[src/rtl/dma_chan_pkg.sv]
package dma_chan_pkg;

  localparam int ADDR_W = 12;
  localparam int REG_W  = 64;
  localparam int HALF_W = 32;

  // control word bit positions
  localparam int CB_CLAIM   = 0;
  localparam int CB_RUN     = 1;
  localparam int CB_DONE_IE = 14;
  localparam int CB_ERR_IE  = 15;
  localparam int CB_DONE    = 30;
  localparam int CB_ERR     = 31;

  // config word fields
  localparam int CFG_REPEAT  = 2;
  localparam int CFG_WSZ_LSB = 24;
  localparam int CFG_RSZ_LSB = 28;
  localparam int CFG_SZ_W    = 4;
  localparam logic [CFG_SZ_W-1:0] CFG_SZ_DEF = 4'd6;
  localparam logic [HALF_W-1:0] CFG_DEFAULT =
    (HALF_W'(CFG_SZ_DEF) << CFG_RSZ_LSB) | (HALF_W'(CFG_SZ_DEF) << CFG_WSZ_LSB);

  // size codes (log2 bytes)
  localparam logic [1:0] SZ_WORD  = 2'd2;
  localparam logic [1:0] SZ_DWORD = 2'd3;

  // offsets
  localparam logic [ADDR_W-1:0] OFS_CTRL_PAIR = 12'h000;
  localparam logic [ADDR_W-1:0] OFS_NBYTES    = 12'h008;
  localparam logic [ADDR_W-1:0] OFS_NDST      = 12'h010;
  localparam logic [ADDR_W-1:0] OFS_NSRC      = 12'h018;
  localparam logic [ADDR_W-1:0] OFS_XCFG_PAIR = 12'h100;
  localparam logic [ADDR_W-1:0] OFS_XBYTES    = 12'h108;
  localparam logic [ADDR_W-1:0] OFS_XDST      = 12'h110;
  localparam logic [ADDR_W-1:0] OFS_XSRC      = 12'h118;

  typedef enum logic [3:0] {
    RG_NONE, RG_CTRL, RG_NCFG, RG_NBYTES, RG_NDST, RG_NSRC,
    RG_XCFG, RG_XBYTES, RG_XDST, RG_XSRC
  } reg_id_e;

  typedef enum logic [1:0] {PART_LO, PART_HI, PART_FULL} part_e;

  typedef struct packed {
    reg_id_e id;
    part_e   part;
  } acc_t;

  typedef struct packed {
    logic err;
    logic done;
    logic err_ie;
    logic done_ie;
    logic run;
    logic claim;
  } ctrl_t;

  function automatic reg_id_e wide_at(input logic [ADDR_W-1:0] base);
    reg_id_e r;
    case (base)
      OFS_NBYTES: r = RG_NBYTES;
      OFS_NDST:   r = RG_NDST;
      OFS_NSRC:   r = RG_NSRC;
      OFS_XBYTES: r = RG_XBYTES;
      OFS_XDST:   r = RG_XDST;
      OFS_XSRC:   r = RG_XSRC;
      default:    r = RG_NONE;
    endcase
    return r;
  endfunction

  function automatic acc_t decode_acc(input logic [ADDR_W-1:0] a,
                                      input logic [1:0] sz);
    acc_t r;
    logic [ADDR_W-1:0] base;
    reg_id_e w;
    base   = {a[ADDR_W-1:3], 3'b000};
    w      = wide_at(base);
    r.id   = RG_NONE;
    r.part = PART_LO;
    if (sz == SZ_WORD && a[1:0] == 2'b00) begin
      if (base == OFS_CTRL_PAIR)      r.id = a[2] ? RG_NCFG : RG_CTRL;
      else if (base == OFS_XCFG_PAIR) r.id = a[2] ? RG_XCFG : RG_NONE;
      else if (w != RG_NONE) begin
        r.id   = w;
        r.part = a[2] ? PART_HI : PART_LO;
      end
    end else if (sz == SZ_DWORD && a[2:0] == 3'b000 && w != RG_NONE) begin
      r.id   = w;
      r.part = PART_FULL;
    end
    return r;
  endfunction

  function automatic logic [REG_W-1:0] merge_part(input logic [REG_W-1:0] old,
                                                  input part_e p,
                                                  input logic [REG_W-1:0] wd);
    case (p)
      PART_LO: return {old[REG_W-1:HALF_W], wd[HALF_W-1:0]};
      PART_HI: return {wd[HALF_W-1:0], old[HALF_W-1:0]};
      default: return wd;
    endcase
  endfunction

  function automatic logic [REG_W-1:0] pick_part(input logic [REG_W-1:0] v,
                                                 input part_e p);
    case (p)
      PART_LO: return {{HALF_W{1'b0}}, v[HALF_W-1:0]};
      PART_HI: return {{HALF_W{1'b0}}, v[REG_W-1:HALF_W]};
      default: return v;
    endcase
  endfunction

  function automatic logic [HALF_W-1:0] ctrl_word(input ctrl_t c);
    logic [HALF_W-1:0] w;
    w             = '0;
    w[CB_CLAIM]   = c.claim;
    w[CB_RUN]     = c.run;
    w[CB_DONE_IE] = c.done_ie;
    w[CB_ERR_IE]  = c.err_ie;
    w[CB_DONE]    = c.done;
    w[CB_ERR]     = c.err;
    return w;
  endfunction

endpackage

[src/rtl/dma_bus_port.sv]
module dma_bus_port
  import dma_chan_pkg::*;
#(
  parameter int CHAN_W  = 3,
  parameter int CHAN_ID = 0
) (
  input  logic              clk,
  input  logic              rst_n,
  input  logic              req_valid,
  output logic              req_ready,
  input  logic              req_write,
  input  logic [CHAN_W-1:0] req_chan,
  input  logic [ADDR_W-1:0] req_addr,
  input  logic [1:0]        req_size,
  output logic              rsp_valid,
  input  logic              rsp_ready,
  output logic [REG_W-1:0]  rsp_rdata,
  output acc_t              acc,
  output logic              wr_en,
  input  logic [REG_W-1:0]  rd_value
);

  localparam logic [CHAN_W-1:0] MY_CHAN = CHAN_W'(CHAN_ID);

  logic fire;
  logic hit;

  assign req_ready = !rsp_valid || rsp_ready;
  assign fire      = req_valid && req_ready;
  assign hit       = fire && (req_chan == MY_CHAN);

  always_comb begin
    acc = '{id: RG_NONE, part: PART_LO};
    if (hit) acc = decode_acc(req_addr, req_size);
  end

  assign wr_en = hit && req_write && (acc.id != RG_NONE);

  always_ff @(posedge clk or negedge rst_n) begin
    if (!rst_n) begin
      rsp_valid <= 1'b0;
      rsp_rdata <= '0;
    end else if (fire) begin
      rsp_valid <= 1'b1;
      rsp_rdata <= req_write ? '0 : pick_part(rd_value, acc.part);
    end else if (rsp_ready) begin
      rsp_valid <= 1'b0;
    end
  end

  AST_RSP_HOLD: assert property (@(posedge clk) disable iff (!rst_n)
    rsp_valid && !rsp_ready |=> rsp_valid && $stable(rsp_rdata));

endmodule

[src/rtl/dma_ctrl_fsm.sv]
module dma_ctrl_fsm
  import dma_chan_pkg::*;
(
  input  logic  clk,
  input  logic  rst_n,
  input  logic  wr_ctrl,
  input  ctrl_t wr_val,
  input  logic  bytes_zero,
  input  logic  size_mismatch,
  input  logic  eng_done,
  input  logic  eng_err,
  output ctrl_t ctrl_q,
  output logic  claim_reset,
  output logic  launch,
  output logic  eng_start
);

  ctrl_t nxt;

  always_comb begin
    nxt         = ctrl_q;
    claim_reset = 1'b0;
    launch      = 1'b0;
    if (wr_ctrl) begin
      if (ctrl_q.run) begin
        // in flight: ownership and run are locked
        nxt.done_ie = wr_val.done_ie;
        nxt.err_ie  = wr_val.err_ie;
        nxt.done    = wr_val.done;
        nxt.err     = wr_val.err;
      end else begin
        nxt = wr_val;
        if (!ctrl_q.claim && wr_val.claim) claim_reset = 1'b1;
        if (!ctrl_q.claim || !wr_val.claim) begin
          nxt.run = 1'b0;
        end else if (wr_val.run) begin
          if (bytes_zero) begin
            nxt.run  = 1'b0;
            nxt.done = 1'b1;
            nxt.err  = 1'b0;
          end else if (size_mismatch) begin
            nxt.run  = 1'b0;
            nxt.done = 1'b0;
            nxt.err  = 1'b1;
          end else begin
            nxt.done = 1'b0;
            nxt.err  = 1'b0;
            launch   = 1'b1;
          end
        end
      end
    end
    if (ctrl_q.run && (eng_done || eng_err)) begin
      nxt.run = 1'b0;
      if (eng_err) nxt.err  = 1'b1;
      else         nxt.done = 1'b1;
    end
  end

  always_ff @(posedge clk or negedge rst_n) begin
    if (!rst_n) begin
      ctrl_q    <= '0;
      eng_start <= 1'b0;
    end else begin
      ctrl_q    <= nxt;
      eng_start <= launch;
    end
  end

  AST_START_PULSE: assert property (@(posedge clk) disable iff (!rst_n)
    eng_start |=> !eng_start);
  AST_START_OWNED: assert property (@(posedge clk) disable iff (!rst_n)
    eng_start |-> ctrl_q.claim && ctrl_q.run);
  AST_CLAIM_LOCK: assert property (@(posedge clk) disable iff (!rst_n)
    ctrl_q.run |=> ctrl_q.claim);
  AST_END_STOPS_RUN: assert property (@(posedge clk) disable iff (!rst_n)
    ctrl_q.run && (eng_done || eng_err) |=> !ctrl_q.run);

endmodule

[src/rtl/dma_desc_regs.sv]
module dma_desc_regs
  import dma_chan_pkg::*;
#(
  parameter int LEN_W = 7
) (
  input  logic              clk,
  input  logic              rst_n,
  input  logic              wr_en,
  input  acc_t              acc,
  input  logic [REG_W-1:0]  wdata,
  input  logic              claim_reset,
  input  logic              launch,
  input  logic              prog,
  input  logic [LEN_W-1:0]  prog_len,
  input  logic              reload,
  output logic [HALF_W-1:0] ncfg_q,
  output logic [HALF_W-1:0] xcfg_q,
  output logic [REG_W-1:0]  n_q [3],
  output logic [REG_W-1:0]  x_q [3]
);

  logic [REG_W-1:0] snap_q [3];
  logic [REG_W-1:0] step;

  assign step = REG_W'(prog_len);

  always_ff @(posedge clk or negedge rst_n) begin
    if (!rst_n) begin
      ncfg_q <= CFG_DEFAULT;
      xcfg_q <= '0;
    end else begin
      if (claim_reset)                    ncfg_q <= CFG_DEFAULT;
      else if (wr_en && acc.id == RG_NCFG) ncfg_q <= wdata[HALF_W-1:0];
      if (launch) xcfg_q <= ncfg_q;
    end
  end

  AST_CLAIM_DEFAULTS: assert property (@(posedge clk) disable iff (!rst_n)
    claim_reset |=> ncfg_q == CFG_DEFAULT && n_q[0] == '0);

  for (genvar g = 0; g < 3; g++) begin : g_slot
    localparam reg_id_e MY_ID = (g == 0) ? RG_NBYTES : (g == 1) ? RG_NDST : RG_NSRC;
    localparam bit      DOWN  = (g == 0);

    always_ff @(posedge clk or negedge rst_n) begin
      if (!rst_n) begin
        n_q[g]    <= '0;
        x_q[g]    <= '0;
        snap_q[g] <= '0;
      end else begin
        if (claim_reset)                   n_q[g] <= '0;
        else if (wr_en && acc.id == MY_ID) n_q[g] <= merge_part(n_q[g], acc.part, wdata);
        if (launch) begin
          x_q[g]    <= n_q[g];
          snap_q[g] <= n_q[g];
        end else if (prog) begin
          x_q[g] <= DOWN ? x_q[g] - step : x_q[g] + step;
        end else if (reload) begin
          x_q[g] <= snap_q[g];
        end
      end
    end

    AST_EXEC_RO: assert property (@(posedge clk) disable iff (!rst_n)
      !launch && !prog && !reload |=> $stable(x_q[g]));
  end

endmodule

[src/rtl/dma_irq_out.sv]
module dma_irq_out #(
  parameter int N_LINES = 2
) (
  input  logic               clk,
  input  logic               rst_n,
  input  logic [N_LINES-1:0] enable,
  input  logic [N_LINES-1:0] status,
  output logic [N_LINES-1:0] irq
);

  for (genvar g = 0; g < N_LINES; g++) begin : g_line
    always_ff @(posedge clk or negedge rst_n) begin
      if (!rst_n) irq[g] <= 1'b0;
      else        irq[g] <= enable[g] && status[g];
    end
  end

endmodule

[src/rtl/dma_chan_regs.sv]
module dma_chan_regs
  import dma_chan_pkg::*;
#(
  parameter int CHAN_W  = 3,
  parameter int CHAN_ID = 0,
  parameter int LEN_W   = 7
) (
  input  logic              clk,
  input  logic              rst_n,
  input  logic              req_valid,
  output logic              req_ready,
  input  logic              req_write,
  input  logic [CHAN_W-1:0] req_chan,
  input  logic [11:0]       req_addr,
  input  logic [1:0]        req_size,
  input  logic [63:0]       req_wdata,
  output logic              rsp_valid,
  input  logic              rsp_ready,
  output logic [63:0]       rsp_rdata,
  output logic              eng_start,
  output logic [31:0]       eng_cfg,
  output logic [63:0]       eng_bytes,
  output logic [63:0]       eng_dst,
  output logic [63:0]       eng_src,
  input  logic              prog_valid,
  input  logic [LEN_W-1:0]  prog_len,
  input  logic              eng_done,
  input  logic              eng_err,
  output logic              irq_done,
  output logic              irq_err
);

  acc_t              acc;
  logic              wr_en;
  logic [REG_W-1:0]  rd_value;
  ctrl_t             ctrl_q;
  ctrl_t             wr_val;
  logic              claim_reset;
  logic              launch;
  logic [HALF_W-1:0] ncfg_q;
  logic [HALF_W-1:0] xcfg_q;
  logic [REG_W-1:0]  n_q [3];
  logic [REG_W-1:0]  x_q [3];
  logic              prog;
  logic              reload;
  logic [1:0]        irq_v;

  dma_bus_port #(.CHAN_W(CHAN_W), .CHAN_ID(CHAN_ID)) u_port (
    .clk, .rst_n, .req_valid, .req_ready, .req_write, .req_chan, .req_addr,
    .req_size, .rsp_valid, .rsp_ready, .rsp_rdata, .acc, .wr_en, .rd_value
  );

  assign wr_val = '{err: req_wdata[CB_ERR], done: req_wdata[CB_DONE],
                    err_ie: req_wdata[CB_ERR_IE], done_ie: req_wdata[CB_DONE_IE],
                    run: req_wdata[CB_RUN], claim: req_wdata[CB_CLAIM]};

  dma_ctrl_fsm u_fsm (
    .clk, .rst_n,
    .wr_ctrl       (wr_en && acc.id == RG_CTRL),
    .wr_val        (wr_val),
    .bytes_zero    (n_q[0] == '0),
    .size_mismatch (ncfg_q[CFG_WSZ_LSB +: CFG_SZ_W] != ncfg_q[CFG_RSZ_LSB +: CFG_SZ_W]),
    .eng_done, .eng_err, .ctrl_q, .claim_reset, .launch, .eng_start
  );

  assign prog   = ctrl_q.run && prog_valid;
  assign reload = ctrl_q.run && eng_done && !eng_err && xcfg_q[CFG_REPEAT];

  dma_desc_regs #(.LEN_W(LEN_W)) u_desc (
    .clk, .rst_n, .wr_en, .acc, .wdata(req_wdata), .claim_reset, .launch,
    .prog, .prog_len, .reload, .ncfg_q, .xcfg_q, .n_q, .x_q
  );

  always_comb begin
    case (acc.id)
      RG_CTRL:   rd_value = {{HALF_W{1'b0}}, ctrl_word(ctrl_q)};
      RG_NCFG:   rd_value = {{HALF_W{1'b0}}, ncfg_q};
      RG_NBYTES: rd_value = n_q[0];
      RG_NDST:   rd_value = n_q[1];
      RG_NSRC:   rd_value = n_q[2];
      RG_XCFG:   rd_value = {{HALF_W{1'b0}}, xcfg_q};
      RG_XBYTES: rd_value = x_q[0];
      RG_XDST:   rd_value = x_q[1];
      RG_XSRC:   rd_value = x_q[2];
      default:   rd_value = '0;
    endcase
  end

  dma_irq_out #(.N_LINES(2)) u_irq (
    .clk, .rst_n,
    .enable ({ctrl_q.err_ie, ctrl_q.done_ie}),
    .status ({ctrl_q.err, ctrl_q.done}),
    .irq    (irq_v)
  );

  assign irq_done  = irq_v[0];
  assign irq_err   = irq_v[1];
  assign eng_cfg   = xcfg_q;
  assign eng_bytes = x_q[0];
  assign eng_dst   = x_q[1];
  assign eng_src   = x_q[2];

  AST_NO_EMPTY_START: assert property (@(posedge clk) disable iff (!rst_n)
    eng_start |-> eng_bytes != '0);
  AST_SIZES_MATCH: assert property (@(posedge clk) disable iff (!rst_n)
    eng_start |-> eng_cfg[CFG_WSZ_LSB +: CFG_SZ_W] == eng_cfg[CFG_RSZ_LSB +: CFG_SZ_W]);

endmodule

[config.mk]
export PLATFORM = sky130hd
export DESIGN_NAME = dma_chan_regs
export DESIGN_NICKNAME = d
export VERILOG_FILES = /design/src/rtl/dma_chan_pkg.sv /design/src/rtl/dma_bus_port.sv /design/src/rtl/dma_ctrl_fsm.sv /design/src/rtl/dma_desc_regs.sv /design/src/rtl/dma_irq_out.sv /design/src/rtl/dma_chan_regs.sv
export SDC_FILE = /design/constraint.sdc
export NUM_CORES = 2
export LEC_CHECK = 0
export CAP_MARGIN = 15
export CELL_PAD_IN_SITES_DETAIL_PLACEMENT = 1
export CELL_PAD_IN_SITES_GLOBAL_PLACEMENT = 1
export CORE_MARGIN = 2
export CORE_UTILIZATION = 45
export DETAILED_ROUTE_END_ITERATION = 10
export DONT_BUFFER_PORTS = 1
export PLACE_DENSITY = 0.78
export SYNTH_ARGS = -nofsm -noshare
export SYNTH_HDL_FRONTEND = slang
export SYNTH_HIERARCHICAL = 1
export SYNTH_SLANG_ARGS = --single-unit
export TNS_END_PERCENT = 1
[constraint.sdc]
create_clock -name clk -period 4.31 [get_ports clk]
set_input_delay 0.2155 -clock clk [delete_from_list [all_inputs] [get_ports clk]]
set_output_delay 0.2155 -clock clk [all_outputs]
set_load 0.02 [all_outputs]
# ---- Word level (Yosys, flattened, before mapping)
# Cells that the tools add are included.
dict set report totals {
  ff_bits 714
  word_cells 156
  output_inout_bits 293
  input_bits 96
}
dict set report classes {
  addsub 3
  n_eq_ne 22
  n_reduce_logical 49
  mux 56
  bitwise_logic 1
}
# op n
set op_table {}
lappend op_table {{$mux 64} 16}
lappend op_table {{$pmux 64 s9} 1}
lappend op_table {{$pmux 64 s2} 2}
lappend op_table {{$add 64x7->64} 2}
lappend op_table {{$logic_not 64->1} 1}
lappend op_table {{$mux 32} 2}
lappend op_table {{$sub 64x7->64} 1}
lappend op_table {{$eq 9x6->1 const B} 4}
lappend op_table {{$mux 6} 5}
lappend op_table {{$pmux 4 s6} 1}
lappend op_table {{$logic_and 1x1->1} 20}
lappend op_table {{$eq 9x2->1 const B} 2}
lappend op_table {{$mux 2} 9}
lappend op_table {{$eq 4x3->1 const B} 4}
lappend op_table {{$mux 4} 4}
lappend op_table {{$mux 1} 15}
lappend op_table {{$reduce_and 2->1} 7}
lappend op_table {{$reduce_bool 2->1} 6}
lappend op_table {{$eq 9x1->1 const B} 1}
lappend op_table {{$logic_not 9->1} 1}
lappend op_table {{$eq 4x2->1 const B} 2}
lappend op_table {{$eq 4x4->1 const B} 2}
lappend op_table {{$reduce_bool 4->1} 2}
lappend op_table {{$logic_not 3->1} 2}
lappend op_table {{other kinds (11)} 19}

# ---- Logic depth before layout (Yosys ltp)
dict set report depth {
  depth_word 17
  depth_mapped 20
  depth_no_buf 13
}

# ---- Hierarchy
# The synthesis kept the hierarchy.
# module area_per_inst_um2 cells_per_inst seq_area_each_um2 n_inst
set by_module_without_submodules {}
lappend by_module_without_submodules {dma_desc_regs 30360.4 2982 16020.4 1}
lappend by_module_without_submodules {dma_bus_port 3548.4 375 1626.6 1}
lappend by_module_without_submodules {dma_chan_regs 3098.0 429 0.0 1}
lappend by_module_without_submodules {dma_ctrl_fsm 337.8 27 175.2 1}
lappend by_module_without_submodules {dma_irq_out 62.6 4 50.0 1}

# ---- Least setup slack after synthesis
# Ideal clock, no wire load.
dict set report synth_path {
  path_kind {register -> register}
  start {reg u_port.rsp_valid}
  end {reg u_desc/snap_q[0] (netlist bit)}
  setup_ns 0.125
  t_arrival_ns 4.189
  slack_ns -0.004
  path_buffers 8
  stages_incl_launch_ff 18
  synth_period_minus_slack_ns 4.314
  required_time_ns 4.185
  path_cell_list {dfrtp_1 nand2b_1 nand3_1 clkbuf_1 or3_1 clkbuf_1 a21oi_1 buf_6 nor2b_4 buf_6 and3_1 nand3b_4 nor4_4 clkbuf_1 clkbuf_1 clkbuf_1 clkbuf_1 mux2_2}
}
# item line_no
set synth_rtl {}
lappend synth_rtl {{start, declared} dma_bus_port.sv:15} ;# output logic rsp_valid,
lappend synth_rtl {{start signal, assigned} dma_bus_port.sv:41} ;# rsp_valid <= 1'b0;
lappend synth_rtl {{start signal, assigned} dma_bus_port.sv:44} ;# rsp_valid <= 1'b1;
lappend synth_rtl {{start signal, assigned} dma_bus_port.sv:47} ;# rsp_valid <= 1'b0;
lappend synth_rtl {{end signal, assigned by index} dma_desc_regs.sv:55} ;# snap_q[g] <= n_q[g];
lappend synth_rtl {{end, declared} dma_desc_regs.sv:22} ;# logic [REG_W-1:0] snap_q [3];

# ---- Final worst setup path
dict set report layout_path {
  start {reg u_port.rsp_valid}
  end {reg u_desc/x_q[157] (netlist bit)}
}
dict set report layout_via {
  elab_chain_len 10
  word_cells_on_any_way 13
  classes_between {1 x eq/ne; 3 x mux; 9 x reduce/logical}
}
# item line_no
set layout_lines {}
lappend layout_lines {{$logic_not 1->1 *} dma_bus_port.sv:28} ;# assign req_ready = !rsp_valid || rsp_ready;
lappend layout_lines {{$logic_or 1x1->1 *} dma_bus_port.sv:28}
lappend layout_lines {{$logic_and 1x1->1 *} dma_bus_port.sv:29} ;# assign fire = req_valid && req_ready;
lappend layout_lines {{$logic_and 1x1->1 *} dma_bus_port.sv:30} ;# assign hit = fire && (req_chan == MY_CHAN);
lappend layout_lines {{$mux 6} dma_bus_port.sv:34} ;# if (hit) acc = decode_acc(req_addr, req_size);
lappend layout_lines {{$reduce_bool 4->1} dma_bus_port.sv:37} ;# assign wr_en = hit && req_write && (acc.id != RG_NONE);
lappend layout_lines {{$logic_and 1x1->1 *} dma_bus_port.sv:37}
lappend layout_lines {{named net wr_en} dma_chan_regs.sv:34} ;# logic wr_en;
lappend layout_lines {{$logic_and 1x1->1 *} dma_chan_regs.sv:59} ;# .wr_ctrl (wr_en && acc.id == RG_CTRL),
lappend layout_lines {{$mux 1 *} dma_ctrl_fsm.sv:24} ;# if (wr_ctrl) begin
lappend layout_lines {{named net launch} dma_chan_regs.sv:39} ;# logic launch;
lappend layout_lines {{$reduce_bool 3->1 (no line) / $mux 64 (equally long branches)} n/a}
lappend layout_lines {{end signal, assigned by index} dma_desc_regs.sv:54} ;# x_q[g] <= n_q[g];
lappend layout_lines {{end signal, assigned by index} dma_desc_regs.sv:57} ;# x_q[g] <= DOWN ? x_q[g] - step : x_q[g] + step;
lappend layout_lines {{end signal, assigned by index} dma_desc_regs.sv:59} ;# x_q[g] <= snap_q[g];
lappend layout_lines {{end, declared} dma_desc_regs.sv:19} ;# output logic [REG_W-1:0] x_q [3]
# Mark *: on every way through the listed nets, which the timed path passes. The rest lies on a longest branch.
# A chain may end at the register's enable or synchronous reset.

==> results.md <==
- Status: finished with violations
- Violated checks: negative hold slack, max-slew violations
- Routed vias/inst: 6.99
- Largest stage delay, worst path: 0.56 ns
- Share of the synthesized area in the top cell type: 47.5%
- Mapped Cells: 3817
- Worst Path Arrival: 4.81 ns
- Distinct cells, synth: 83
- Crit path launch type: flop
- Fin. max-slew vios: 321
- Routed len/inst: 36.1 um
- RSZ-0062 raised after global routing: false
- Post-layout instance area: 42400 um2
- Post-Synthesis Cell Area: 37400 um2
- Setup TNS: 0 ns
- Post-CTS setup buffers: 0
- EDFF count, synth: 0
- Slowest cell on the critical path: or3_1
- Worst hold slack: -0.708 ns
- IO Count: 389
- Pin count of the biggest net entering global routing: 715
- Routed wire length: 179000 um
- CTS tree: built
- Part of the power in registers: 47.8%
- Switch share: 22.5%
- DRT iter0 DRCs: 4168
- Die H: 292 um
- Register area share after synthesis: 47.8%
- P per Cell Area: 331 nW/um2
- Mapped Avg Cell Area: 9.80 um2
- Starting Density: 45.5%
- Max clock buf depth: 3
- Crit. End Element: flop
- Max-slew headroom: -110%
- Initial antenna violation count: 33
- Die area: 85400 um2
- H-Tree Depth: 3
- Endpoints failing hold: 710
- Syn_nets: 3937
- Row cnt: 105
- Synth Register Bits: 714
- DRC Markers: 0
- Largest fanout on the critical path: 47
- Post-detail-place hpwl: 128000 um
- Hold Path Class: input port to async pin
- Clock latency on the worst-skew pair: 0.66 ns
- Layout Cells excl Fill: 4967
- Max-cap viol count: 0
- Global-route wire length before repair: 254000 um
- Psw: 3160 uW
- Main synth FF type: dfrtp_1
- Clock skew: 0.0252 ns
- Routed vias: 34.7k
- Worst-path cell chain: nand2b_1, nand3_2, or3_1, nor3_1, buf_4, and3_1, nand3b_4, nor4_4, inv_1, nand2_4, buf_6, o21ai_0, or3b_2
- Req. time, crit path: 4.84 ns
- CTS Root Cell: clkbuf_16
- Input/output buffers: 0
- Final period util: 99.5%
- Max VDD drop: 350 uV
- Detail Route Antenna Nets: 0
- Layout area overhead: 13.3%
- Ys async rst share: 100%
- Layout Nets: 3933
- Comb power frac: 2.1%
- Clock Sinks: 714
- Gr usage total: 40.9%
- Setup-failing EPs final: 0
- Clock buffer count from CTS: 81
- Clock Pin Slew Worst Setup and Hold Paths: 0.06 ns
- Main area contributors after synthesis: dfrtp_1 (47%), mux2i_1 (4.9%), a22oi_1 (3.7%)
- Area leader, netlist: dfrtp_1
- GRT overflow: 0
- Fmax achieved: 233 MHz
- GP Congestion: 1.03
- Vias in the first global route: 35.0k
- Share of cells above drive strength 1: 11.1%
- Clock power share: 50.1%
- Hold Buf Count CTS: 73
- Setup CP Type: flop to flop
- Core region area: 82200 um2
- Tightest Pin Transition: 3.15 ns
- Commonest non-fill, non-tap cells in the layout: dfrtp_1 (710), nand2_1 (330), o21ai_0 (241)
- Die X: 292 um
- Leakage: 0.0182 uW
- Dpl cell area: 38900 um2
- Placed Instances: 4727
- Yosys warns: 6
- # fillers: 9110
- Most common cell after layout, fill and taps aside: dfrtp_1
- Cell internal pwr: 10900 uW
- Pre-antenna DRT Iters: 9
- Tmin final: 4.29 ns
==> cell usage after synthesis, types with 74 or more instances <==
cell type / instances
o21ai_0: 241
nor2_1: 224
a32o_1: 96
nand2_1: 333
nand3_1: 151
mux2i_1: 184
a21oi_1: 185
o221ai_1: 119
nand4_1: 74
mux2_2: 99
xnor2_1: 82
inv_1: 191
a22oi_1: 184
dfrtp_1: 710
clkbuf_1: 223
==> per-layer routing <==
| metal | vias to the layer above | share of wire, % | global-route usage (%) |
|---|---|---|---|
| met5 | - | 0.13 | 0 |
| li1 | 14100 | - | - |
| met2 | 2143 | 45 | 63.4 |
| met4 | 36 | 9.4 | 31.9 |
| met1 | 17700 | 34 | 46.2 |
| met3 | 728 | 11 | 14.4 |
==> worst max-delay path: cells and delay by family (launching register included) <==
kind / cells / cell delay, ns
AND/OR/NAND/NOR: 9 / 2.73
buffers and inverters: 3 / 0.84
AO/OA/AOI/OAI: 1 / 0.18
flip-flops: 1 / 0.38
==> kinds of logic after synthesis <==
kind of cell / Yosys count / synth area share [%]
AND/OR/NAND/NOR: 1089 / 14.4
adder cells (fa/ha/maj): 24 / 0.863
multiplexers: 283 / 7.90
buffers and inverters: 491 / 5.36
XOR/XNOR: 151 / 3.54
AO/OA/AOI/OAI: 1065 / 20.1
flip-flops: 714 / 47.8
==> power by group through the flow <==
stage	clock (uW)	combinational, uW	sequential (uW)
global placement	0	127	6830
floorplan	0	105	6830
finish	7030	291	6710
global route	7300	287	6700
detailed placement	0	129	6830
CTS	7050	268	6710
==> state kept, by name, summed over array words and instances (netlist names), 2 cells and up <==
register and count:
u_irq/irq 2, u_desc/snap_q 192, u_desc/xcfg_q 32, u_desc/ncfg_q 32
u_desc/x_q 192, u_port/rsp_rdata 64, u_desc/n_q 192, u_fsm/ctrl_q 6
==> final timing paths <==
path	from	to	slack [ns]	cells after the start
max in group asynchronous	rst_n	u_desc/snap_q[85]	2.57	0
worst min register to register	u_desc/snap_q[94]	u_desc/snap_q[94]	0.51	1
worst max register to register	u_port/rsp_valid	u_desc/x_q[157]	0.02	13
worst max-delay path	u_port/rsp_valid	u_desc/x_q[157]	0.02	13
worst min-delay path	rst_n	u_desc/x_q[120]	-0.71	0
min in group clk	req_write	u_port/rsp_rdata[0]	0.02	4
==> area by class of cell <==
class                           count  area (um2)  share of cell area, %
Antenna cell                       25        62.6                  0.148
Clock buffer                      121        2440                   5.76
Clock inverter                     21         198                  0.466
Inverter                          192         721                   1.70
Multi-Input combinational cell   2612       17700                   41.7
Sequential cell                   714       17900                   42.2
Tap cell                         1070        1340                   3.16
Timing Repair Buffer              212        2060                   4.87
==> per-stage QoR <==
stage	hold slack, ns	utilization (%)	total power, uW	worst slack (ns)
after CTS	-0.688	51.5	14000	0.145
after global routing	-0.733	51.5	14300	0.0161
after global placement	-0.0115	47.3	6950	0.0271
after floorplan	-0.0801	-	6930	-0.00364
final	-0.708	51.5	14000	0.0235
after detailed placement	-0.0230	47.3	6960	-0.0219
==> timing repair <==
item,4_1_cts,5_1_grt
endpoints found under the setup margin,1,2
resized for setup,1,2
gates cloned,0,0
endpoints found under the hold margin,976,710
Note: power is estimated with default switching activity, not from simulation.
